$ cat config.mk
export PLATFORM = sky130hd
export DESIGN_NAME = sdram_pwrup_seq
export DESIGN_NICKNAME = d
export VERILOG_FILES = /design/src/rtl/sdram_pwrup_pkg.sv /design/src/rtl/sps_gap_timer.sv /design/src/rtl/sps_seq_ctrl.sv /design/src/rtl/sps_refresh_timer.sv /design/src/rtl/sdram_pwrup_seq.sv
export SDC_FILE = /design/constraint.sdc
export NUM_CORES = 1
export LEC_CHECK = 0
export ABC_AREA = 1
export BUFFER_PORTS_ARGS = -buffer_cell sky130_fd_sc_hd__buf_2
export CAP_MARGIN = 30
export CORE_ASPECT_RATIO = 1.4
export CORE_UTILIZATION = 55
export CTS_BUF_LIST = sky130_fd_sc_hd__clkbuf_4 sky130_fd_sc_hd__clkbuf_8
export DETAILED_ROUTE_END_ITERATION = 10
export PLACE_DENSITY = 0.81
export RECOVER_POWER = 50
export SLEW_MARGIN = 20
export SYNTH_ARGS = -nofsm -noshare
export SYNTH_HDL_FRONTEND = slang
export SYNTH_SLANG_ARGS = --single-unit
$ cat constraint.sdc
create_clock -name clk -period 2.9 [get_ports clk]
set_input_delay 0.435 -clock clk [delete_from_list [all_inputs] [get_ports clk]]
set_output_delay 0.435 -clock clk [all_outputs]
set_load 0.01 [all_outputs]
$ cat src/rtl/sdram_pwrup_pkg.sv
package sdram_pwrup_pkg;
  typedef enum logic [2:0] {
    CMD_NORM = 3'd0,
    CMD_PREA = 3'd1,
    CMD_CBRR = 3'd2,
    CMD_MRW  = 3'd3
  } seq_cmd_e;

  typedef enum logic [1:0] {
    ST_IDLE,
    ST_ISSUE,
    ST_GAP,
    ST_DONE
  } seq_state_e;
endpackage

$ cat src/rtl/sps_gap_timer.sv
module sps_gap_timer #(
  parameter int GAP_CYCLES = 4,
  localparam int W = $clog2(GAP_CYCLES + 2)
) (
  input  logic clk,
  input  logic rst_n,
  input  logic load_i,
  output logic last_o
);
  logic [W-1:0] cnt_q;

  always_ff @(posedge clk) begin
    if (!rst_n) begin
      cnt_q <= '0;
    end else if (load_i) begin
      cnt_q <= W'(GAP_CYCLES);
    end else if (cnt_q != '0) begin
      cnt_q <= cnt_q - 1'b1;
    end
  end

  assign last_o = (cnt_q == W'(1));

  // a loaded gap counts down one step per cycle
  assert_gap_count_R7: assert property (@(posedge clk) disable iff (!rst_n)
    (!load_i && cnt_q != '0) |=> (cnt_q == $past(cnt_q) - 1'b1));
endmodule

$ cat src/rtl/sps_seq_ctrl.sv
module sps_seq_ctrl
  import sdram_pwrup_pkg::*;
#(
  parameter int NUM_AR     = 8,
  parameter int GAP_CYCLES = 4,
  localparam int NSTEP     = NUM_AR + 3,
  localparam int STEP_W    = $clog2(NSTEP + 1)
) (
  input  logic       clk,
  input  logic       rst_n,
  input  logic       start_i,
  input  logic       cmd_ready_i,
  input  logic       gap_last_i,
  output logic       gap_load_o,
  output logic       cmd_valid_o,
  output seq_cmd_e   cmd_code_o,
  output logic       refresh_en_o,
  output logic       done_o
);
  localparam logic [STEP_W-1:0] LAST_STEP = STEP_W'(NSTEP - 1);
  localparam logic [STEP_W-1:0] MRW_STEP  = STEP_W'(NUM_AR + 1);

  seq_state_e        state_q, state_d;
  logic [STEP_W-1:0] step_q, step_d;
  seq_cmd_e          step_cmd;
  logic              accept;

  assign accept = (state_q == ST_ISSUE) && cmd_ready_i;

  always_comb begin
    if (step_q == '0)            step_cmd = CMD_PREA;
    else if (step_q < MRW_STEP)  step_cmd = CMD_CBRR;
    else if (step_q == MRW_STEP) step_cmd = CMD_MRW;
    else                         step_cmd = CMD_NORM;
  end

  always_comb begin
    state_d    = state_q;
    step_d     = step_q;
    gap_load_o = 1'b0;
    unique case (state_q)
      ST_IDLE: begin
        if (start_i) begin
          state_d = ST_ISSUE;
          step_d  = '0;
        end
      end
      ST_ISSUE: begin
        if (cmd_ready_i) begin
          if (step_q == LAST_STEP) begin
            state_d = ST_DONE;
          end else begin
            step_d = step_q + 1'b1;
            if (GAP_CYCLES == 0) begin
              state_d = ST_ISSUE;
            end else begin
              state_d    = ST_GAP;
              gap_load_o = 1'b1;
            end
          end
        end
      end
      ST_GAP: begin
        if (gap_last_i) state_d = ST_ISSUE;
      end
      default: state_d = ST_DONE;
    endcase
  end

  always_ff @(posedge clk) begin
    if (!rst_n) begin
      state_q <= ST_IDLE;
      step_q  <= '0;
    end else begin
      state_q <= state_d;
      step_q  <= step_d;
    end
  end

  assign cmd_valid_o  = (state_q == ST_ISSUE);
  assign cmd_code_o   = cmd_valid_o ? step_cmd : CMD_NORM;
  assign refresh_en_o = ((state_q == ST_ISSUE) && (step_q == LAST_STEP)) ||
                        (state_q == ST_DONE);
  assign done_o       = (state_q == ST_DONE);

  // a stalled command keeps its strobe and its code
  assert_hold_R6: assert property (@(posedge clk) disable iff (!rst_n)
    (cmd_valid_o && !cmd_ready_i) |=> (cmd_valid_o && $stable(cmd_code_o)));

  // an accepted non-final command is followed by an idle cycle
  assert_gap_after_accept_R7: assert property (@(posedge clk) disable iff (!rst_n)
    (GAP_CYCLES > 0 && accept && step_q != LAST_STEP) |=> !cmd_valid_o);

  // the normal-operation command carries refresh enable
  assert_norm_with_en_R5: assert property (@(posedge clk) disable iff (!rst_n)
    (cmd_valid_o && cmd_code_o == CMD_NORM) |-> refresh_en_o);

  // refresh enable never drops once raised
  assert_en_sticky_R5: assert property (@(posedge clk) disable iff (!rst_n)
    refresh_en_o |=> refresh_en_o);

  // done is sticky
  assert_done_sticky_R8: assert property (@(posedge clk) disable iff (!rst_n)
    done_o |=> done_o);

  // nothing is presented once done
  assert_quiet_after_done_R9: assert property (@(posedge clk) disable iff (!rst_n)
    done_o |-> !cmd_valid_o);
endmodule

$ cat src/rtl/sps_refresh_timer.sv
module sps_refresh_timer #(
  parameter int PRE_W = 8,
  parameter int CNT_W = 8
) (
  input  logic             clk,
  input  logic             rst_n,
  input  logic             en_i,
  input  logic [PRE_W-1:0] prescale_i,
  input  logic [CNT_W-1:0] period_i,
  output logic             req_o
);
  logic [PRE_W-1:0] pre_q;
  logic [CNT_W-1:0] cnt_q;
  logic             tick;

  assign tick = (pre_q == '0);

  always_ff @(posedge clk) begin
    if (!rst_n) begin
      pre_q <= '0;
      cnt_q <= '0;
      req_o <= 1'b0;
    end else if (!en_i) begin
      pre_q <= prescale_i;
      cnt_q <= period_i;
      req_o <= 1'b0;
    end else begin
      req_o <= 1'b0;
      if (tick) begin
        pre_q <= prescale_i;
        if (cnt_q == '0) begin
          cnt_q <= period_i;
          req_o <= 1'b1;
        end else begin
          cnt_q <= cnt_q - 1'b1;
        end
      end else begin
        pre_q <= pre_q - 1'b1;
      end
    end
  end

  // no request unless the timer was running
  assert_req_enabled_R11: assert property (@(posedge clk) disable iff (!rst_n)
    req_o |-> $past(en_i));

  // a request follows a prescaler tick with the counter at zero
  assert_req_on_zero_R10: assert property (@(posedge clk) disable iff (!rst_n)
    (en_i && tick && cnt_q == '0) |=> req_o);
endmodule

$ cat src/rtl/sdram_pwrup_seq.sv
module sdram_pwrup_seq
  import sdram_pwrup_pkg::*;
#(
  parameter int              NUM_AR     = 8,
  parameter int              GAP_CYCLES = 4,
  parameter int              PRE_W      = 8,
  parameter int              CNT_W      = 8,
  parameter int              MODE_W     = 16,
  parameter logic [MODE_W-1:0] MODE_WORD = 16'h0032
) (
  input  logic              clk,
  input  logic              rst_n,
  input  logic              start_i,
  input  logic              cmd_ready_i,
  input  logic [PRE_W-1:0]  prescale_i,
  input  logic [CNT_W-1:0]  period_i,
  output logic              cmd_valid_o,
  output logic [2:0]        cmd_code_o,
  output logic              refresh_en_o,
  output logic              init_done_o,
  output logic              refresh_req_o,
  output logic [MODE_W-1:0] mode_word_o
);
  logic     gap_load, gap_last;
  seq_cmd_e code;

  sps_seq_ctrl #(.NUM_AR(NUM_AR), .GAP_CYCLES(GAP_CYCLES)) u_ctrl (
    .clk         (clk),
    .rst_n       (rst_n),
    .start_i     (start_i),
    .cmd_ready_i (cmd_ready_i),
    .gap_last_i  (gap_last),
    .gap_load_o  (gap_load),
    .cmd_valid_o (cmd_valid_o),
    .cmd_code_o  (code),
    .refresh_en_o(refresh_en_o),
    .done_o      (init_done_o)
  );

  sps_gap_timer #(.GAP_CYCLES(GAP_CYCLES)) u_gap (
    .clk   (clk),
    .rst_n (rst_n),
    .load_i(gap_load),
    .last_o(gap_last)
  );

  sps_refresh_timer #(.PRE_W(PRE_W), .CNT_W(CNT_W)) u_rfsh (
    .clk       (clk),
    .rst_n     (rst_n),
    .en_i      (init_done_o),
    .prescale_i(prescale_i),
    .period_i  (period_i),
    .req_o     (refresh_req_o)
  );

  assign cmd_code_o  = code;
  assign mode_word_o = MODE_WORD;
endmodule

==> flow_metrics.tcl, run 1 <==
set metrics [dict create \
    comb_power_share 0.408 \
    rsz0062_at_grt "false" \
    reg2reg_from "u_rfsh.pre_q[0]$_SDFF_PN0_" \
    gp_congestion 0.859 \
    hold_viol 0 \
    start_kind "flip-flop" \
    cts_max_path_buffers 2 \
    start_util 0.583 \
    synth_top_area_frac 0.286 \
    critPathMaxFanout 6 \
    crit_end "cmd_code_o[1]" \
    io_pins 43 \
    setup_viol 0 \
    insertion_delay_ps 260 \
    cpMostUsedCell "inv_1" \
    portBuffers 25 \
    p_sw_frac 0.397 \
    hp-start "u_rfsh.pre_q[0]$_SDFF_PN0_" \
    cts_made_buffers 3 \
    die_h_um 70.1 \
    outcome "completed" \
    diodes 0 \
    vias 1608 \
    ys_seq_area_frac 0.286 \
    via_per_inst 4.76 \
    min_path_type "flip-flop to flip-flop" \
    grt_pass1_vias 1393 \
    cts_root_buf "clkbuf_8" \
    fin_tns_setup_ps 0 \
    hpwlAfterDp_um 2530 \
    drv_cap 0 \
    synthTopCellsByArea "dfxtp_1 29%, nand2_1 12%, inv_1 8.3%" \
    coreArea_mm2 0.00312 \
    slowest_stage "dfxtp_1" \
    cp_data_arrival_time_ps 1550 \
    postSynthAreaPerCell_um2 6.59 \
    synthCells 276 \
    stdcell_count 338 \
    route.detailed.drc 0 \
    grt_overflow 0 \
    cp_top_family "simple AND/OR/NAND/NOR gates" \
    cp.required_ps 2470 \
    max_clock_freq_mhz 504 \
    pwr-share-seq 0.395 \
    netlist_area_mm2 0.00182 \
    die_x_um 50.6 \
    synth-seq-cells 26 \
    path_clk_slew_ps 90 \
    r2r-end "u_rfsh.cnt_q[6]$_SDFFE_PN0P_" \
    synth_cell_types 25 \
    yosys.area.top_type "dfxtp_1" \
    grtUsageMet3 0.0196 \
    cts.repair.resized 0 \
    switchingPower_mw 0.469 \
    worstSetupPathDepth 5 \
    drtAntennaViolNets 0 \
    die_area_mm2 0.00354 \
    busiest_layer "met2" \
    h-tree-depth 1 \
    crit_path_start "u_ctrl.state_q[0]$_SDFFE_PN0P_" \
    antenna_found_initial 0 \
    post-route-min-period_ps 1980 \
    row_count 24 \
    vdd_drop_max_mv 0.407 \
    use_met2 0.367 \
    p_per_area_mw_per_mm2 614 \
    reg2regPathDepth 8 \
    power.leakage_nw 1.04 \
    grt_pass1_wl_um 5520 \
    final_layout_size_suffix_gt1_frac 0.117 \
    drt_iter0_markers 26 \
    max_stage_delay_ps 380 \
    drt_wl_total_um 3220 \
    setup.worst_path.end_class "output pin" \
    cts_setup_buffers 0 \
    grtUsageMet1 0.228 \
    firstDrtPassIters 6 \
    drt-wirelength-per-cell_um 9.53 \
    p_clk_frac 0.196 \
    dp_cells 334 \
    hold_buffers 0 \
    slew_viol_final 0 \
    path_cells "inv_1 -> nor2_1 -> inv_1 -> nor3_1 -> buf_2" \
    finalCritPeriodShare 0.684 \
    grt_max_degree 25 \
    yosysWarnings 0 \
    internal_power_mw 0.713 \
    path_buf_inv 3 \
    nets 331 \
    ff2ff_setup_slack_ps 1300 \
    cts_tree "done" \
    crit_type "flip-flop to output pin" \
    clock_sinks 26 \
    fin_skew_ps 1.25 \
    grt_use_total 0.196 \
    syn_to_final_growth_pct 5.78 \
]
## routing by layer
layer / vias to the layer above / part of all wire
li1: 867 / -
met1: 711 / 0.45
met2: 28 / 0.52
met3: 2 / 0.028
met4: 0 / 0.0065
met5: - / 0
## flip-flops by register name (all words and copies together) (netlist names)
register / count
u_ctrl.step_q: 4
u_rfsh.req_o: 1
u_gap.cnt_q: 3
u_rfsh.pre_q: 8
u_ctrl.state_q: 2
u_rfsh.cnt_q: 8
## cells by family (layout without fill, tap and decap cells)
logic type,after synthesis,after routing,share of synthesized area
compound gates,36,36,0.100
xor+xnor,11,11,0.0530
fa+ha+maj,11,11,0.0757
buf+inv,64,72,0.178
flops,26,26,0.286
other cells,2,17,0.00413
simple gates,126,126,0.303
## metrics by stage
step	instance area (um^2)	worst slack [ps]	power (mW)	util	hold WS, ps
after CTS	1940	1040	1.21	0.622	437
final	1920	916	1.18	0.616	432
after global placement	1890	1340	0.959	0.604	417
after global routing	1920	728	1.30	0.616	448
after floorplan	1880	1410	0.888	-	405
after detailed placement	1890	1310	0.975	0.604	424
## cell usage after synthesis
library cell,instances
nor2_2,3
conb_1,2
nand2_1,60
a21oi_1,21
inv_2,3
nor2_1,28
inv_1,40
nand3_1,19
o21ai_0,13
nor4_1,1
o211ai_1,1
nand2_2,5
buf_4,18
or2_2,1
xnor2_1,1
clkbuf_2,1
and3_1,1
nand4_1,3
o21ai_1,1
nor3_1,3
buf_6,2
ha_1,11
dfxtp_1,26
nor2_4,2
xor2_1,10
## power groups by stage
stage / sequential [mW] / combinational, mW / clock, mW
after floorplan: 0.466 / 0.422 / 0
after global placement: 0.475 / 0.484 / 0
after detailed placement: 0.477 / 0.498 / 0
after CTS: 0.469 / 0.502 / 0.241
after global routing: 0.475 / 0.567 / 0.252
final: 0.467 / 0.482 / 0.232
## how the worst min path moves through the flow
stage | end | slack (ps) | cells past startpoint
floorplan | u_rfsh.pre_q[0]$_SDFF_PN0_ | 410 | 1
detailed placement | u_rfsh.pre_q[0]$_SDFF_PN0_ | 420 | 1
CTS | u_rfsh.pre_q[0]$_SDFF_PN0_ | 440 | 1
global route | u_rfsh.pre_q[0]$_SDFF_PN0_ | 450 | 1
finish | u_rfsh.pre_q[0]$_SDFF_PN0_ | 430 | 1
global placement | u_rfsh.pre_q[0]$_SDFF_PN0_ | 420 | 1
## placed cells by master (no fill, tap or decap), drive strengths merged
cell,count
o211ai,1
nor4,1
clkbuf,6
nor2,33
or2,1
nor3,3
nand3,19
xnor2,1
o21ai,14
conb,17
xor2,10
nand4,3
a21oi,21
buf,23
dfxtp,26
and3,1
ha,11
nand2,65
inv,43
## cell type report
class                      instances  area, um^2
fill                             336        1200
sequential                        26         520
multi-input combinational        201        1020
inverter                          43         161
tap                               39        48.8
timing repair buffer              25         123
clock buffer                       4        55.1
Note: power is estimated with default switching activity, not from simulation.
==> run 2: changes to the inputs <==
ABC_AREA = 0   (was 1)
CORE_UTILIZATION = 50   (was 55)
PLACE_DENSITY = 0.78   (was 0.81)
clock period = 1.6 ns   (was 2.9 ns; I/O delays follow)
==> run 2 against run 1 <==
The run now ends with setup timing left. Design area up 7.7%. Die area increased by 5.8%. Clock-buffer cell count shrank 1. Synthesized cell count down 24%. Via count fell by 1.6%. Routed wire length rose by 13%.
==> flow_metrics.tcl, run 2 <==
set metrics [dict create \
    grt_overflow 0 \
    start_kind "flip-flop" \
    internal_power_mw 1.32 \
    reg2reg_from "u_rfsh.cnt_q[0]$_SDFFE_PN0P_" \
    cts_root_buf "clkbuf_8" \
    postLayoutCellArea_mm2 0.00207 \
    layout.area.seq_um2 529 \
    firstDrtPassIters 5 \
    post-route-min-period_ps 1700 \
    finalCritPeriodShare 1.06 \
    h-tree-depth 1 \
    synth_edf_count 0 \
    fin_skew_ps 1.93 \
    yosysWarnings 0 \
    max_clock_freq_mhz 588 \
    min_path_type "primary input to flip-flop" \
    p_sw_frac 0.307 \
    hpwlAfterDp_um 2630 \
    violations "setup timing" \
    yosys.cell_count.top_type "dfxtp_1" \
    cp.required_ps 1360 \
    netlist_area_mm2 0.00175 \
    gp_congestion 0.858 \
    switchingPower_mw 0.582 \
    setup.worst_path.end_class "output pin" \
    drtAntennaViolNets 0 \
    cp_data_arrival_time_ps 1460 \
    critPathMaxFanout 3 \
    p_per_area_mw_per_mm2 916 \
    start_util 0.524 \
    syn_to_final_growth_pct 18.2 \
    ys_seq_area_frac 0.297 \
    drt_iter0_markers 33 \
    clock_sinks 26 \
    multi_input_area_mm2 0.00114 \
    whs_ps 196 \
    vias 1583 \
    cts_made_buffers 3 \
    path_cells "inv_4 -> ha_4 -> mux2_4 -> nor3b_2 -> buf_2" \
    p_clk_frac 0.289 \
    coreArea_mm2 0.00335 \
    route.detailed.drc 0 \
    largestRegisters "u_rfsh.cnt_q x8, u_rfsh.pre_q x8, u_ctrl.step_q x4" \
    slew_viol_final 0 \
    vdd_drop_max_mv 0.601 \
    stdcell_count 285 \
    final_cell_mix "24 x buf_2, 21 x dfxtp_1, 18 x nor2_1, 17 x conb_1, 16 x nand2_1" \
    cts_tree "done" \
    drt_wl_total_um 3640 \
    cts_max_path_buffers 2 \
    fin_ws_ps -99.6 \
    setup_viol 3 \
    synth_common_cells "26 x dfxtp_1, 18 x nor2_1, 17 x buf_4, 17 x nand2_1, 14 x a21oi_1" \
    final_layout_size_suffix_gt1_frac 0.282 \
    path_clk_slew_ps 90 \
    outcome "complete, but fails checks" \
    synth-seq-cells 26 \
    synth_cell_types 55 \
    die_x_um 52.0 \
    drt-wirelength-per-cell_um 12.8 \
    synth_top_area_frac 0.297 \
    grt_pass1_wl_um 6000 \
    pwr-share-seq 0.418 \
    max_stage_delay_ps 390 \
    die_area_mm2 0.00375 \
    comb_power_share 0.293 \
    synth-main-ff-cell "dfxtp_1" \
    io_pins 43 \
    hp-start "prescale_i[0]" \
    yosys.area.top_type "dfxtp_1" \
    grt_pass1_vias 1442 \
    synthCells 209 \
    place_area_mm2 0.00190 \
    die_h_um 72.1 \
    final_util 0.619 \
    slowest_stage "dfxtp_4" \
    power.leakage_nw 0.893 \
    row_count 25 \
    grt_use_total 0.205 \
    drv_cap 0 \
    nets 277 \
    crit_path_start "u_ctrl.step_q[0]$_SDFFE_PN0P_" \
    diodes 0 \
    hold_viol 0 \
    nFillCells 312 \
    postSynthAreaPerCell_um2 8.39 \
    antenna_found_initial 0 \
    dp_slack_ps -16.6 \
    final_common_cell "buf_2" \
    dp_cells 277 \
    grt_max_degree 16 \
    synthTopCellsByArea "dfxtp_1 30%, ha_1 7.9%, buf_4 7.3%" \
    rsz0062_at_grt "true" \
    via_per_inst 5.55 \
    crit_type "flip-flop to output pin" \
    insertion_delay_ps 270 \
    synthArstFlopShare 0 \
    portBuffers 25 \
]
-- run 2: cell types whose count changed after synthesis, moves of 4 or more --
cell	before	now
nand2_2	5	1
xor2_1	10	4
o21ai_0	13	8
nand3_1	19	6
nor2_1	28	18
nand2_1	60	17
a21oi_1	21	14
inv_1	40	12
-- run 2: layout make-up --
cell class,count,area share
multi-input combinational,163,0.550
timing repair buffer,40,0.112
tap,40,0.0242
sequential,26,0.255
clock inverter,1,0.0145
clock buffer,3,0.0199
inverter,12,0.0242
-- run 2: cells by family after synthesis --
family,synth area share
and+or+nand+nor,0.234
AOI/OAI and AO/OA,0.199
buffers and inverters,0.123
DFF,0.297
adders and majority gates,0.0785
xor gates and xnor gates,0.0400
muxes,0.0236
other,0.00428
-- run 2: what timing repair did --
item / in CTS / in global routing
hold buffers: 0 / 0
setup buffers: 3 / 1
hold endpoints to repair: 0 / 0
endpoints found under the setup margin: 6 / 12
pin swaps: 2 / 3
gates cloned: 0 / 0
resized for setup: 17 / 14
-- run 2: metrics by stage --
step                total power, mW  setup TNS (ps)
global placement               1.29               0
CTS                            1.90           -95.1
global route                   2.02           -1300
finish                         1.90            -196
detailed placement             1.31           -16.6
floorplan                      1.20               0
-- run 2: critical path: cells and delay by family (launching register included) --
family                     cells  cell delay, ps
muxes                          1             300
buffers and inverters          2             200
DFF                            1             390
and+or+nand+nor                1             150
adders and majority gates      1             160
-- run 2: worst paths after layout --
kind                            depth (start not counted)  slack [ps]                           end
worst max-delay path                                    5        -100                 cmd_code_o[0]
worst min-delay path                                    3         200    u_rfsh.pre_q[0]$_SDFF_PN0_
worst max register to register                          7          10  u_rfsh.cnt_q[4]$_SDFFE_PN0P_
worst min register to register                          2         520   u_gap.cnt_q[1]$_SDFFE_PP0P_
-- run 2: power groups by stage --
stage / Clock (mW) / Sequential, mW / Combinational (mW)
after detailed placement: 0 / 0.797 / 0.509
after global placement: 0 / 0.794 / 0.496
after floorplan: 0 / 0.786 / 0.417
after CTS: 0.565 / 0.787 / 0.545
after global routing: 0.585 / 0.807 / 0.628
final: 0.547 / 0.794 / 0.556
-- run 2: metal layers --
metal | vias to the layer above | global-route usage | wire length [um]
met5 | - | 0 | 0
met4 | 0 | 0.0841 | 48
met3 | 6 | 0.0210 | 131
met2 | 42 | 0.380 | 1950
met1 | 762 | 0.230 | 1510
li1 | 773 | - | -
